`config.mk`:
```
export PLATFORM = sky130hd
export DESIGN_NAME = bb_jtag_driver
export DESIGN_NICKNAME = d
export VERILOG_FILES = /design/src/rtl/bb_pkg.sv /design/src/rtl/bb_cmd_decode.sv /design/src/rtl/bb_pin_reg.sv /design/src/rtl/bb_reply_buf.sv /design/src/rtl/bb_jtag_driver.sv
export SDC_FILE = /design/constraint.sdc
export NUM_CORES = 1
export LEC_CHECK = 0
export BUFFER_PORTS_ARGS = -buffer_cell sky130_fd_sc_hd__buf_2
export CAP_MARGIN = 20
export CORE_AREA = 2 2 39 41
export DETAILED_ROUTE_END_ITERATION = 8
export DIE_AREA = 0 0 41 43
export PLACE_DENSITY = 0.65
export SETUP_SLACK_MARGIN = 0.02
export SKIP_LAST_GASP = 1
export SLEW_MARGIN = 5
export SYNTH_ARGS = -nofsm -noshare
export SYNTH_HDL_FRONTEND = slang
export SYNTH_SLANG_ARGS = --single-unit
```
`constraint.sdc`:
```
create_clock -name clk -period 1.2 [get_ports clk]
set_input_delay 0.24 -clock clk [delete_from_list [all_inputs] [get_ports clk]]
set_output_delay 0.24 -clock clk [all_outputs]
set_load 0.02 [all_outputs]
```
`src/rtl/bb_pkg.sv`:
```
package bb_pkg;

    localparam int BYTE_W = 8;
    localparam int PIN_W  = 3;

    localparam logic [BYTE_W-1:0] CH_DIGIT0 = 8'h30;
    localparam logic [BYTE_W-1:0] CH_READ   = 8'h52;
    localparam logic [BYTE_W-1:0] CH_QUIT   = 8'h51;
    localparam int                DIGIT_CNT = 1 << PIN_W;

    typedef enum logic [1:0] {
        K_NONE,
        K_PINS,
        K_READ,
        K_QUIT
    } cmd_kind_t;

    typedef enum logic {
        ST_LISTEN,
        ST_ANSWER
    } fsm_state_t;

    typedef struct packed {
        logic clk_lvl;
        logic mode_lvl;
        logic din_lvl;
    } pin_set_t;

endpackage

```
`src/rtl/bb_cmd_decode.sv`:
```
module bb_cmd_decode
    import bb_pkg::*;
(
    input  logic [BYTE_W-1:0] in_byte,
    output cmd_kind_t         kind,
    output pin_set_t          pin_val
);

    logic [BYTE_W-1:0] offset;
    logic              is_digit;

    always_comb begin
        offset   = in_byte - CH_DIGIT0;
        is_digit = (in_byte >= CH_DIGIT0) && (offset < BYTE_W'(DIGIT_CNT));
    end

    always_comb begin
        pin_val = pin_set_t'(offset[PIN_W-1:0]);
        if (is_digit) begin
            kind = K_PINS;
        end else if (in_byte == CH_READ) begin
            kind = K_READ;
        end else if (in_byte == CH_QUIT) begin
            kind = K_QUIT;
        end else begin
            kind = K_NONE;
        end
    end

endmodule

```
`src/rtl/bb_pin_reg.sv`:
```
module bb_pin_reg
    import bb_pkg::*;
(
    input  logic     clk,
    input  logic     rst_n,
    input  logic     load,
    input  pin_set_t pin_val,
    output logic     tck,
    output logic     tms,
    output logic     tdi
);

    pin_set_t pins_q;

    always_ff @(posedge clk) begin
        if (!rst_n) begin
            pins_q <= '0;
        end else if (load) begin
            pins_q <= pin_val;
        end
    end

    always_comb begin
        tck = pins_q.clk_lvl;
        tms = pins_q.mode_lvl;
        tdi = pins_q.din_lvl;
    end

endmodule

```
`src/rtl/bb_reply_buf.sv`:
```
module bb_reply_buf
    import bb_pkg::*;
(
    input  logic              clk,
    input  logic              rst_n,
    input  logic              load,
    input  logic              tdo_bit,
    output logic [BYTE_W-1:0] reply
);

    logic [BYTE_W-1:0] reply_q;

    always_ff @(posedge clk) begin
        if (!rst_n) begin
            reply_q <= CH_DIGIT0;
        end else if (load) begin
            reply_q <= CH_DIGIT0 + BYTE_W'(tdo_bit);
        end
    end

    assign reply = reply_q;

endmodule

```
`src/rtl/bb_jtag_driver.sv`:
```
module bb_jtag_driver
    import bb_pkg::*;
(
    input  logic              clk,
    input  logic              rst_n,
    input  logic [BYTE_W-1:0] in_data,
    input  logic              in_valid,
    output logic              in_ready,
    input  logic              tdo,
    output logic              tck,
    output logic              tms,
    output logic              tdi,
    output logic [BYTE_W-1:0] out_data,
    output logic              out_valid,
    input  logic              out_ready,
    output logic              disconnect
);

    fsm_state_t state_q;
    fsm_state_t state_d;
    cmd_kind_t  kind;
    pin_set_t   pin_val;
    logic       accept;
    logic       pin_load;
    logic       reply_load;
    logic       quit_seen;
    logic       disc_q;

    bb_cmd_decode u_dec (
        .in_byte (in_data),
        .kind    (kind),
        .pin_val (pin_val)
    );

    always_comb begin
        accept     = in_valid && in_ready;
        pin_load   = accept && (kind == K_PINS);
        reply_load = accept && (kind == K_READ);
        quit_seen  = accept && (kind == K_QUIT);
    end

    bb_pin_reg u_pins (
        .clk     (clk),
        .rst_n   (rst_n),
        .load    (pin_load),
        .pin_val (pin_val),
        .tck     (tck),
        .tms     (tms),
        .tdi     (tdi)
    );

    bb_reply_buf u_reply (
        .clk     (clk),
        .rst_n   (rst_n),
        .load    (reply_load),
        .tdo_bit (tdo),
        .reply   (out_data)
    );

    always_ff @(posedge clk) begin
        if (!rst_n) begin
            state_q <= ST_LISTEN;
            disc_q  <= 1'b0;
        end else begin
            state_q <= state_d;
            disc_q  <= quit_seen;
        end
    end

    always_comb begin
        state_d = state_q;
        unique case (state_q)
            ST_LISTEN: begin
                if (reply_load) begin
                    state_d = ST_ANSWER;
                end
            end
            ST_ANSWER: begin
                if (out_ready) begin
                    state_d = ST_LISTEN;
                end
            end
            default: state_d = ST_LISTEN;
        endcase
    end

    always_comb begin
        in_ready  = 1'b0;
        out_valid = 1'b0;
        unique case (state_q)
            ST_LISTEN: in_ready  = 1'b1;
            ST_ANSWER: out_valid = 1'b1;
            default: begin
                in_ready  = 1'b0;
                out_valid = 1'b0;
            end
        endcase
        disconnect = disc_q;
    end

endmodule

```
==> results of run 1 <==
[cells by family (layout without fill, tap and decap cells)]
family / Yosys count / in the layout / synth area share [%]
other: 2 / 7 / 2.03
AOI/OAI and AO/OA: 2 / 2 / 3.38
DFF: 6 / 6 / 32.4
and+or+nand+nor: 19 / 19 / 31.1
buffers and inverters: 10 / 23 / 20.3
muxes: 4 / 4 / 10.8
[final timing paths]
path,from,end,cells past startpoint
hold reg to reg,u_pins.tdi,u_pins.tdi,2
setup / recovery,state_q,u_pins.tms,3
setup reg to reg,state_q,u_pins.tms,3
hold / removal,tdo,u_reply.reply[0],3
[layer usage]
metal  global-route usage (%)  routed length (um)  vias to the layer above  part of all wire, %
met3                     9.42                  75                        0                   11
met2                     14.4                 344                       16                   51
met4                     4.00                   0                        0                    0
met1                     9.35                 260                      134                   38
li1                         -                   -                      163                    -
met5                        0                   0                        -                    0
[cells in the mapped netlist, types with 2 or more instances]
cell,instances,area (um2)
nor2b_1,2,12.5
buf_4,8,60.1
mux2i_1,4,40.0
nand2_1,8,30.0
nand2b_1,2,12.5
dfxtp_1,6,120
nand4_1,2,12.5
conb_1,2,7.51
[registers in the layout, summed over array words and instances, names as in the netlist]
| register | flops |
|---|---|
| disconnect | 1 |
| state_q | 1 |
| u_pins.tck | 1 |
| u_pins.tdi | 1 |
| u_pins.tms | 1 |
| u_reply.reply | 1 |
[final cells by class]
cell class | instances | share of cell area, %
multi-input cells | 32 | 42.7
flip-flops and latches | 6 | 26.3
repair buffers | 19 | 20.8
clock buffers | 3 | 4.93
well taps | 16 | 4.38
inverters | 1 | 0.822
[what timing repair did]
action / in CTS / in global routing
setup buffers: 0 / 0
gates resized for setup: 0 / 1
endpoints found under the setup margin: 0 / 3
[worst reg2reg max path, cell delays in order, from the launching register on]
cell	delay [ns]
dfxtp_1	0.32
nor2b_1	0.19
and4b_2	0.32
mux2i_1	0.21
[power groups by stage]
stage	combinational, mW	clock, mW	sequential [mW]
5_1_grt	0.0723	0.210	0.201
3_3_place_gp	0.0646	0	0.205
4_1_cts	0.0655	0.194	0.201
2_1_floorplan	0.0584	0	0.206
3_5_place_dp	0.0654	0	0.205
6_report	0.0656	0.183	0.201
==> summary.txt, run 1 <==
Finish
  • P&R area growth vs syn: 23.3%
  • Final core utilization: 33.0%
  • # diodes: 0
  • Fillers: 149
  • Multi-input gate area: 195 um2
  • Area taken by flip-flops and latches: 120 um2
  • Final Net Count: 76
  • Final Instance Area: 457 um2
  • Share of cells above drive strength 1: 39.3%
  • Most common cell after layout, fill and taps aside: buf_2
  • Most frequent cells in the layout: buf_2, nand2_1, conb_1
  • Fin cells: 77

Floorplan
  • IO Count: 27
  • FP Rows: 14
  • Core area: 1380 um2
  • Die Span Y: 43 um
  • Die area: 1760 um2
  • Die Width: 41 um
  • Initial Utilization: 26.8%

Clock network
  • CTS Root Cell: clkbuf_4
  • CTS Buffer Depth: 2
  • Clock transition at path regs: 0.04 ns
  • Clock sinks: 6
  • CTS tree: done
  • Clock Latency Late Sink: 0.24 ns
  • Hold buffers post-CTS: 0
  • CTS Buf Count: 3
  • Htree depth: 1

Power
  • Sw frac: 24.7%
  • Flop pwr share: 44.8%
  • VDD IR max: 392 uV
  • Combinational Power Share: 14.6%
  • Total Power: 450 uW
  • NetSw: 111 uW
  • Lkg Pwr: 0.225 nW
  • Power Internal: 338 uW
  • Pwr per Cell Area: 985 nW/um2
  • Clock Power Share: 40.7%

STA
  • Worst clock skew: 0.00151 ns
  • Setup TNS: 0 ns
  • RSZ-0062 raised after global routing: false
  • Hold Vio Cnt, Final: 0
  • Max Slew Vio Count: 0
  • Fin crit period: 1.12 ns
  • Setup violators final: 0
  • Final setup margin: 0.0805 ns
  • Max Clk Rate: 893 MHz
  • Hold_ws: 0.247 ns
  • Tcrit/Tclk final: 93.3%

Synth
  • Sequential area share after synthesis: 32.4%
  • Number of flops mapped to enable cells by yosys: 0
  • Netlist cell types: 17
  • #FFs+latches synth: 6
  • Synth warn: 0
  • Synth Instances: 43
  • Synthesized area per cell: 8.61 um2
  • Async SR Flop Fraction: 0%
  • Cell area after synthesis: 370 um2
  • Predominant post-synthesis flop cell: dfxtp_1

Placement
  • Pre-CTS setup slack: 0.0319 ns
  • Dpl cell area: 433 um2
  • Number of port buffers: 19
  • DP HPWL: 564 um
  • DP Cell Count: 74
  • Placer congestion estimate: 0.732

Job
  • Max Cap Viol: 0

Setup path
  • Critical path, cell by cell: nor2b_1, and4b_2, mux2i_1
  • Crit Path Max Fanout: 4
  • Critical Path RT: 1.36 ns
  • WP buf/inv: 0
  • Delay of the slowest critical-path stage: 0.32 ns
  • Worst Setup End Kind: register
  • Crit path kind: reg -> reg
  • Type of origin of the critical path: register
  • CP arrival: 1.28 ns
  • Cell family with the largest share of critical-path delay: simple AND/OR/NAND/NOR gates
  • Worst R2R Setup Slack: 0.08 ns
  • Slowest cell on crit path: dfxtp_1

Drt
  • First-pass DRT Iterations: 4
  • DRC viols: 0
  • Initial DRC count: 7
  • Final WL: 680 um
  • Vias per cell: 4.06
  • DR WL/cell: 8.83 um
  • Via count: 313
  • Remaining antenna violation count: 0

GRT
  • Initial antenna violation count: 0
  • Overflow after GRT: 0
  • Number of global-route vias before repair: 284
  • Pin count of the biggest net entering global routing: 11
  • GRT Overall Usage: 9.95%
  • First-pass GRT wire length: 1100 um

Min path
  • HP Class: in -> reg

Status
  • Status: complete, no violations
No activity file was read; power rests on OpenSTA's default activity.
==> inputs of run 2 (changes only) <==
BUFFER_PORTS_ARGS = -buffer_cell sky130_fd_sc_hd__buf_4   (was -buffer_cell sky130_fd_sc_hd__buf_2)
REMOVE_ABC_BUFFERS = 1   (was not set)
==> run 2 against run 1 <==
Against the previous run: fmax up 1.6%; non-clock buffer count did not move; combinational power rose by 18%; routed wire length grew 0.15%.
==> summary.txt, run 2 (synthesis results as in run 1) <==
Finish
  • # diodes: 0 (unchanged)
  • Share of cells above drive strength 1: 39.3% (unchanged)
  • Final core utilization: 36.4% (+3.4 points)
  • P&R area growth vs syn: 36.1%
  • Most common cell after layout, fill and taps aside: buf_4
  • Final Net Count: 76 (unchanged)
  • Final Instance Area: 504 um2 (+10%)
  • Most frequent cells in the layout: buf_4, nand2_1, conb_1

Placement
  • Dpl cell area: 480 um2 (+11%)
  • Placer congestion estimate: 0.724 (-1.2%)
  • Number of port buffers: 19 (unchanged)
  • DP HPWL: 573 um (+1.5%)

Setup path
  • Setup crit start: state_q
  • Critical path, cell by cell: nor2b_1, and4b_2, mux2i_1
  • Crit Path Max Fanout: 4 (unchanged)
  • Worst r2r dst: u_pins.tck
  • CP arrival: 1.27 ns (about the same)
  • Worst Setup End Kind: register
  • Crit path kind: reg -> reg
  • Slowest cell on crit path: dfxtp_1
  • Delay of the slowest critical-path stage: 0.33 ns (about the same)
  • Type of origin of the critical path: register
  • Reg2Reg Depth: 3 (unchanged)
  • Worst R2R Setup Slack: 0.1 ns (+0.02 ns)
  • Worst reg2reg startpoint: state_q
  • Crit path to: u_pins.tck
  • Critical Path RT: 1.37 ns (about the same)

Floorplan
  • Initial Utilization: 26.8% (unchanged)
  • IO Count: 27 (unchanged)
  • Die area: 1760 um2 (unchanged)
  • Die Width: 41 um (unchanged)
  • FP Rows: 14 (unchanged)
  • Core area: 1380 um2 (unchanged)
  • Die Span Y: 43 um (unchanged)

STA
  • Worst clock skew: 0.00229 ns (+0.000780 ns)
  • RSZ-0062 raised after global routing: false
  • Fin crit period: 1.10 ns (-0.0176 ns)
  • Setup TNS: 0 ns (unchanged)
  • Max Clk Rate: 908 MHz (+1.6%)
  • Max Slew Vio Count: 0 (unchanged)
  • Tcrit/Tclk final: 91.8% (-1.5 points)
  • Hold Vio Cnt, Final: 0 (unchanged)
  • Setup violators final: 0 (unchanged)
  • Hold_ws: 0.262 ns (+0.0148 ns)

Power
  • Total Power: 462 uW (+2.7%)
  • Pwr per Cell Area: 916 nW/um2 (-7.0%)
  • Lkg Pwr: 0.237 nW (+5.1%)
  • VDD IR max: 386 uV (-1.4%)

Clock network
  • Clock sinks: 6 (unchanged)
  • CTS tree: done
  • CTS Root Cell: clkbuf_4
  • Clock transition at path regs: 0.04 ns (about the same)
  • Postcts setup bufs: 0 (unchanged)
  • Htree depth: 1 (unchanged)
  • Clock Latency Late Sink: 0.24 ns (about the same)
  • CTS Buffer Depth: 2 (unchanged)
  • CTS Buf Count: 3 (unchanged)

GRT
  • Overflow after GRT: 0 (unchanged)
  • Number of global-route vias before repair: 258 (-9.2%)
  • GRT Overall Usage: 8.73% (-1.2 points)
  • Pin count of the biggest net entering global routing: 11 (unchanged)
  • Initial antenna violation count: 0 (unchanged)
  • First-pass GRT wire length: 979 um (-11%)

Drt
  • Via count: 328 (+4.8%)
  • Initial DRC count: 2 (-5)
  • First-pass DRT Iterations: 4 (unchanged)
  • DR WL/cell: 8.84 um (+0.15%)
  • Remaining antenna violation count: 0 (unchanged)
  • Final WL: 681 um (+0.15%)
  • Vias per cell: 4.26 (+4.8%)
  • DRC viols: 0 (unchanged)

Status
  • Status: complete, no violations

Job
  • Max Cap Viol: 0 (unchanged)

Min path
  • HP Class: in -> reg
-- run 2: where the power goes --
group	switching, mW	total, mW	internal (mW)
sequential	0.000424	0.201	0.201
combinational	0.0416	0.0777	0.0361
clock	0.0700	0.183	0.113
-- run 2: worst max-delay path, delay by kind of cell (launching register included) --
kind,cells,cell delay [ns]
mux,1,0.19
simple gates,2,0.51
flops,1,0.33
-- run 2: worst min-delay path by stage --
stage	cells after the start	from	slack (ns)	end
global placement	2	u_reply.reply[0]	0.45	u_reply.reply[0]
CTS	3	out_ready	0.26	state_q
finish	3	out_ready	0.26	state_q
detailed placement	2	u_reply.reply[0]	0.46	u_reply.reply[0]
global route	3	in_data[2]	0.27	u_pins.tck
floorplan	2	rst_n	0.37	disconnect
-- run 2: metal layers --
layer	global-route usage, %	share of wire [%]	vias up
li1	-	-	164
met1	11.6	46	140
met2	9.38	38	20
met3	1.57	9.7	4
met4	12.0	5.6	0
met5	0	0	-
-- run 2: repair_timing --
action / 4_1_cts / 5_1_grt
hold buffers: 0 / 0
endpoints found under the setup margin: 0 / 1
endpoints found under the hold margin: 0 / 0
gates resized for setup: 0 / 1
-- run 2: area by class of cell --
| cell class | instances | area [um2] |
|---|---|---|
| Clock buffer | 3 | 22.5 |
| Fill cell | 151 | 880 |
| Inverter | 1 | 3.75 |
| Multi-Input combinational cell | 32 | 195 |
| Sequential cell | 6 | 120 |
| Tap cell | 16 | 20.0 |
| Timing Repair Buffer | 19 | 143 |
-- run 2: stage by stage --
stage,cells,setup slack (ns)
after CTS,77,0.0731
after floorplan,39,0.108
after detailed placement,74,0.0530
final,77,0.0981
after global placement,74,0.0680
after global routing,77,0.0391
==> inputs of run 3 (changes only) <==
PLACE_DENSITY = 0.6   (was 0.65)
==> run 3 against run 2 <==
Against the previous run: final cell count did not move; highest routed layer is now met3; routed wire length shrank 2.8%; hold slack worse by 0.0054 ns.
==> summary.txt, run 3 (synthesis results as in run 1) <==
Drt
  • Final WL: 662 um (-2.8%)
  • DR WL/cell: 8.60 um (-2.8%)
  • Remaining antenna violation count: 0 (unchanged)
  • Vias per cell: 4.03 (-5.5%)
  • Initial DRC count: 1 (-1)
  • DRC viols: 0 (unchanged)
  • Routed length on met3: 59 um (-11%)
  • DR top layer: met3
  • Via count: 310 (-5.5%)
  • First-pass DRT Iterations: 2 (-2)
  • Metal-1 WL: 291 um (-7.3%)
  • Routed wl met2: 311 um (+19%)

Clock network
  • CTS Buffer Depth: 2 (unchanged)
  • CTS tree: done
  • Clock transition at path regs: 0.04 ns (about the same)
  • Clock sinks: 6 (unchanged)
  • Htree depth: 1 (unchanged)
  • Clock Latency Late Sink: 0.24 ns (about the same)
  • Postcts setup bufs: 0 (unchanged)
  • CTS Root Cell: clkbuf_4
  • CTS Buf Count: 3 (unchanged)
  • Hold buffers post-CTS: 0 (unchanged)

STA
  • Setup violators final: 0 (unchanged)
  • Max Slew Vio Count: 0 (unchanged)
  • Fin crit period: 1.05 ns (-0.0501 ns)
  • Max Clk Rate: 951 MHz (+4.8%)
  • Hold Vio Cnt, Final: 0 (unchanged)
  • RSZ-0062 raised after global routing: false
  • Final setup margin: 0.148 ns (+0.0501 ns)
  • Tcrit/Tclk final: 87.7% (-4.2 points)
  • Worst clock skew: 0.00139 ns (-0.000906 ns)
  • Setup TNS: 0 ns (unchanged)

Power
  • Pwr per Cell Area: 910 nW/um2 (-0.64%)
  • VDD IR max: 399 uV (+3.2%)
  • Lkg Pwr: 0.238 nW (+0.48%)

GRT
  • GRT Overall Usage: 8.67% (-0.066 points)
  • Initial antenna violation count: 0 (unchanged)
  • Number of global-route vias before repair: 272 (+5.4%)
  • First-pass GRT wire length: 1010 um (+2.9%)
  • Pin count of the biggest net entering global routing: 11 (unchanged)
  • Overflow after GRT: 0 (unchanged)

Placement
  • Pre-CTS setup slack: 0.0594 ns (+0.00647 ns)
  • Placer congestion estimate: 0.708 (-2.1%)
  • DP HPWL: 551 um (-3.8%)
  • Number of port buffers: 19 (unchanged)

Min path
  • HP Class: in -> reg

Setup path
  • Worst Setup End Kind: output port
  • Crit Path Max Fanout: 4 (unchanged)
  • Worst R2R Setup Slack: 0.15 ns (+0.05 ns)
  • CP arrival: 0.81 ns (-0.46 ns)
  • Critical Path RT: 0.96 ns (-0.41 ns)
  • Type of origin of the critical path: register
  • Crit path kind: reg -> out

Finish
  • Share of cells above drive strength 1: 41.0% (+1.6 points)
  • Final Net Count: 76 (unchanged)
  • Most common cell after layout, fill and taps aside: buf_4
  • P&R area growth vs syn: 36.8%
  • Final core utilization: 36.6% (+0.18 points)
  • Most frequent cells in the layout: buf_4, nand2_1, conb_1
  • # diodes: 0 (unchanged)

Floorplan
  • FP Rows: 14 (unchanged)
  • Die Width: 41 um (unchanged)
  • Core area: 1380 um2 (unchanged)
  • Die area: 1760 um2 (unchanged)
  • Initial Utilization: 26.8% (unchanged)
  • IO Count: 27 (unchanged)
  • Die Span Y: 43 um (unchanged)

Status
  • Status: complete, no violations

Job
  • Max Cap Viol: 0 (unchanged)
-- run 3: cell types whose count changed in the layout (fill, tap and decap cells not counted) --
cell     previous run  this run
nor2b_2             0         1
nor2b_1             2         1
-- run 3: final timing paths --
| kind | start | to | cells after the start |
|---|---|---|---|
| max | state_q | in_ready | 2 |
| min | tdo | u_reply.reply[0] | 3 |
| max reg2reg | state_q | u_pins.tck | 3 |
| min reg2reg | u_pins.tdi | u_pins.tdi | 2 |
-- run 3: routing by layer --
metal / GRT usage, % / vias to the layer above
met5: 0 / -
met4: 8.00 / 0
met3: 3.14 / 0
met2: 10.6 / 12
met1: 11.1 / 134
li1: - / 164
-- run 3: report_power, final --
part,internal [mW],switching (mW),total [mW]
logic,0.0365,0.0412,0.0777
registers,0.201,0.000435,0.201
clock network,0.113,0.0694,0.182
-- run 3: timing repair --
action,CTS,global route
hold endpoints to repair,0,0
setup endpoints to repair,0,3
resized for setup,0,2
-- run 3: cell type report --
class	instances	area, um2
multi-input cells	32	198
clock buffers	3	22.5
fillers	155	877
well taps	16	20.0
repair buffers	19	143
inverters	1	3.75
flip-flops and latches	6	120
-- run 3: worst max-delay path, cell delays in order, from the launching register on --
cell and delay (ns):
dfxtp_1 0.37, inv_1 0.05, buf_4 0.15
-- run 3: through the flow --
step / power [mW] / std cells / area (um2) / hold WS, ns
finish: 0.461 / 77 / 507 / 0.256
global route: 0.481 / 77 / 507 / 0.267
CTS: 0.467 / 77 / 503 / 0.250
detailed placement: 0.282 / 74 / 480 / 0.452
global placement: 0.282 / 74 / 480 / 0.448
floorplan: 0.241 / 39 / 318 / 0.371
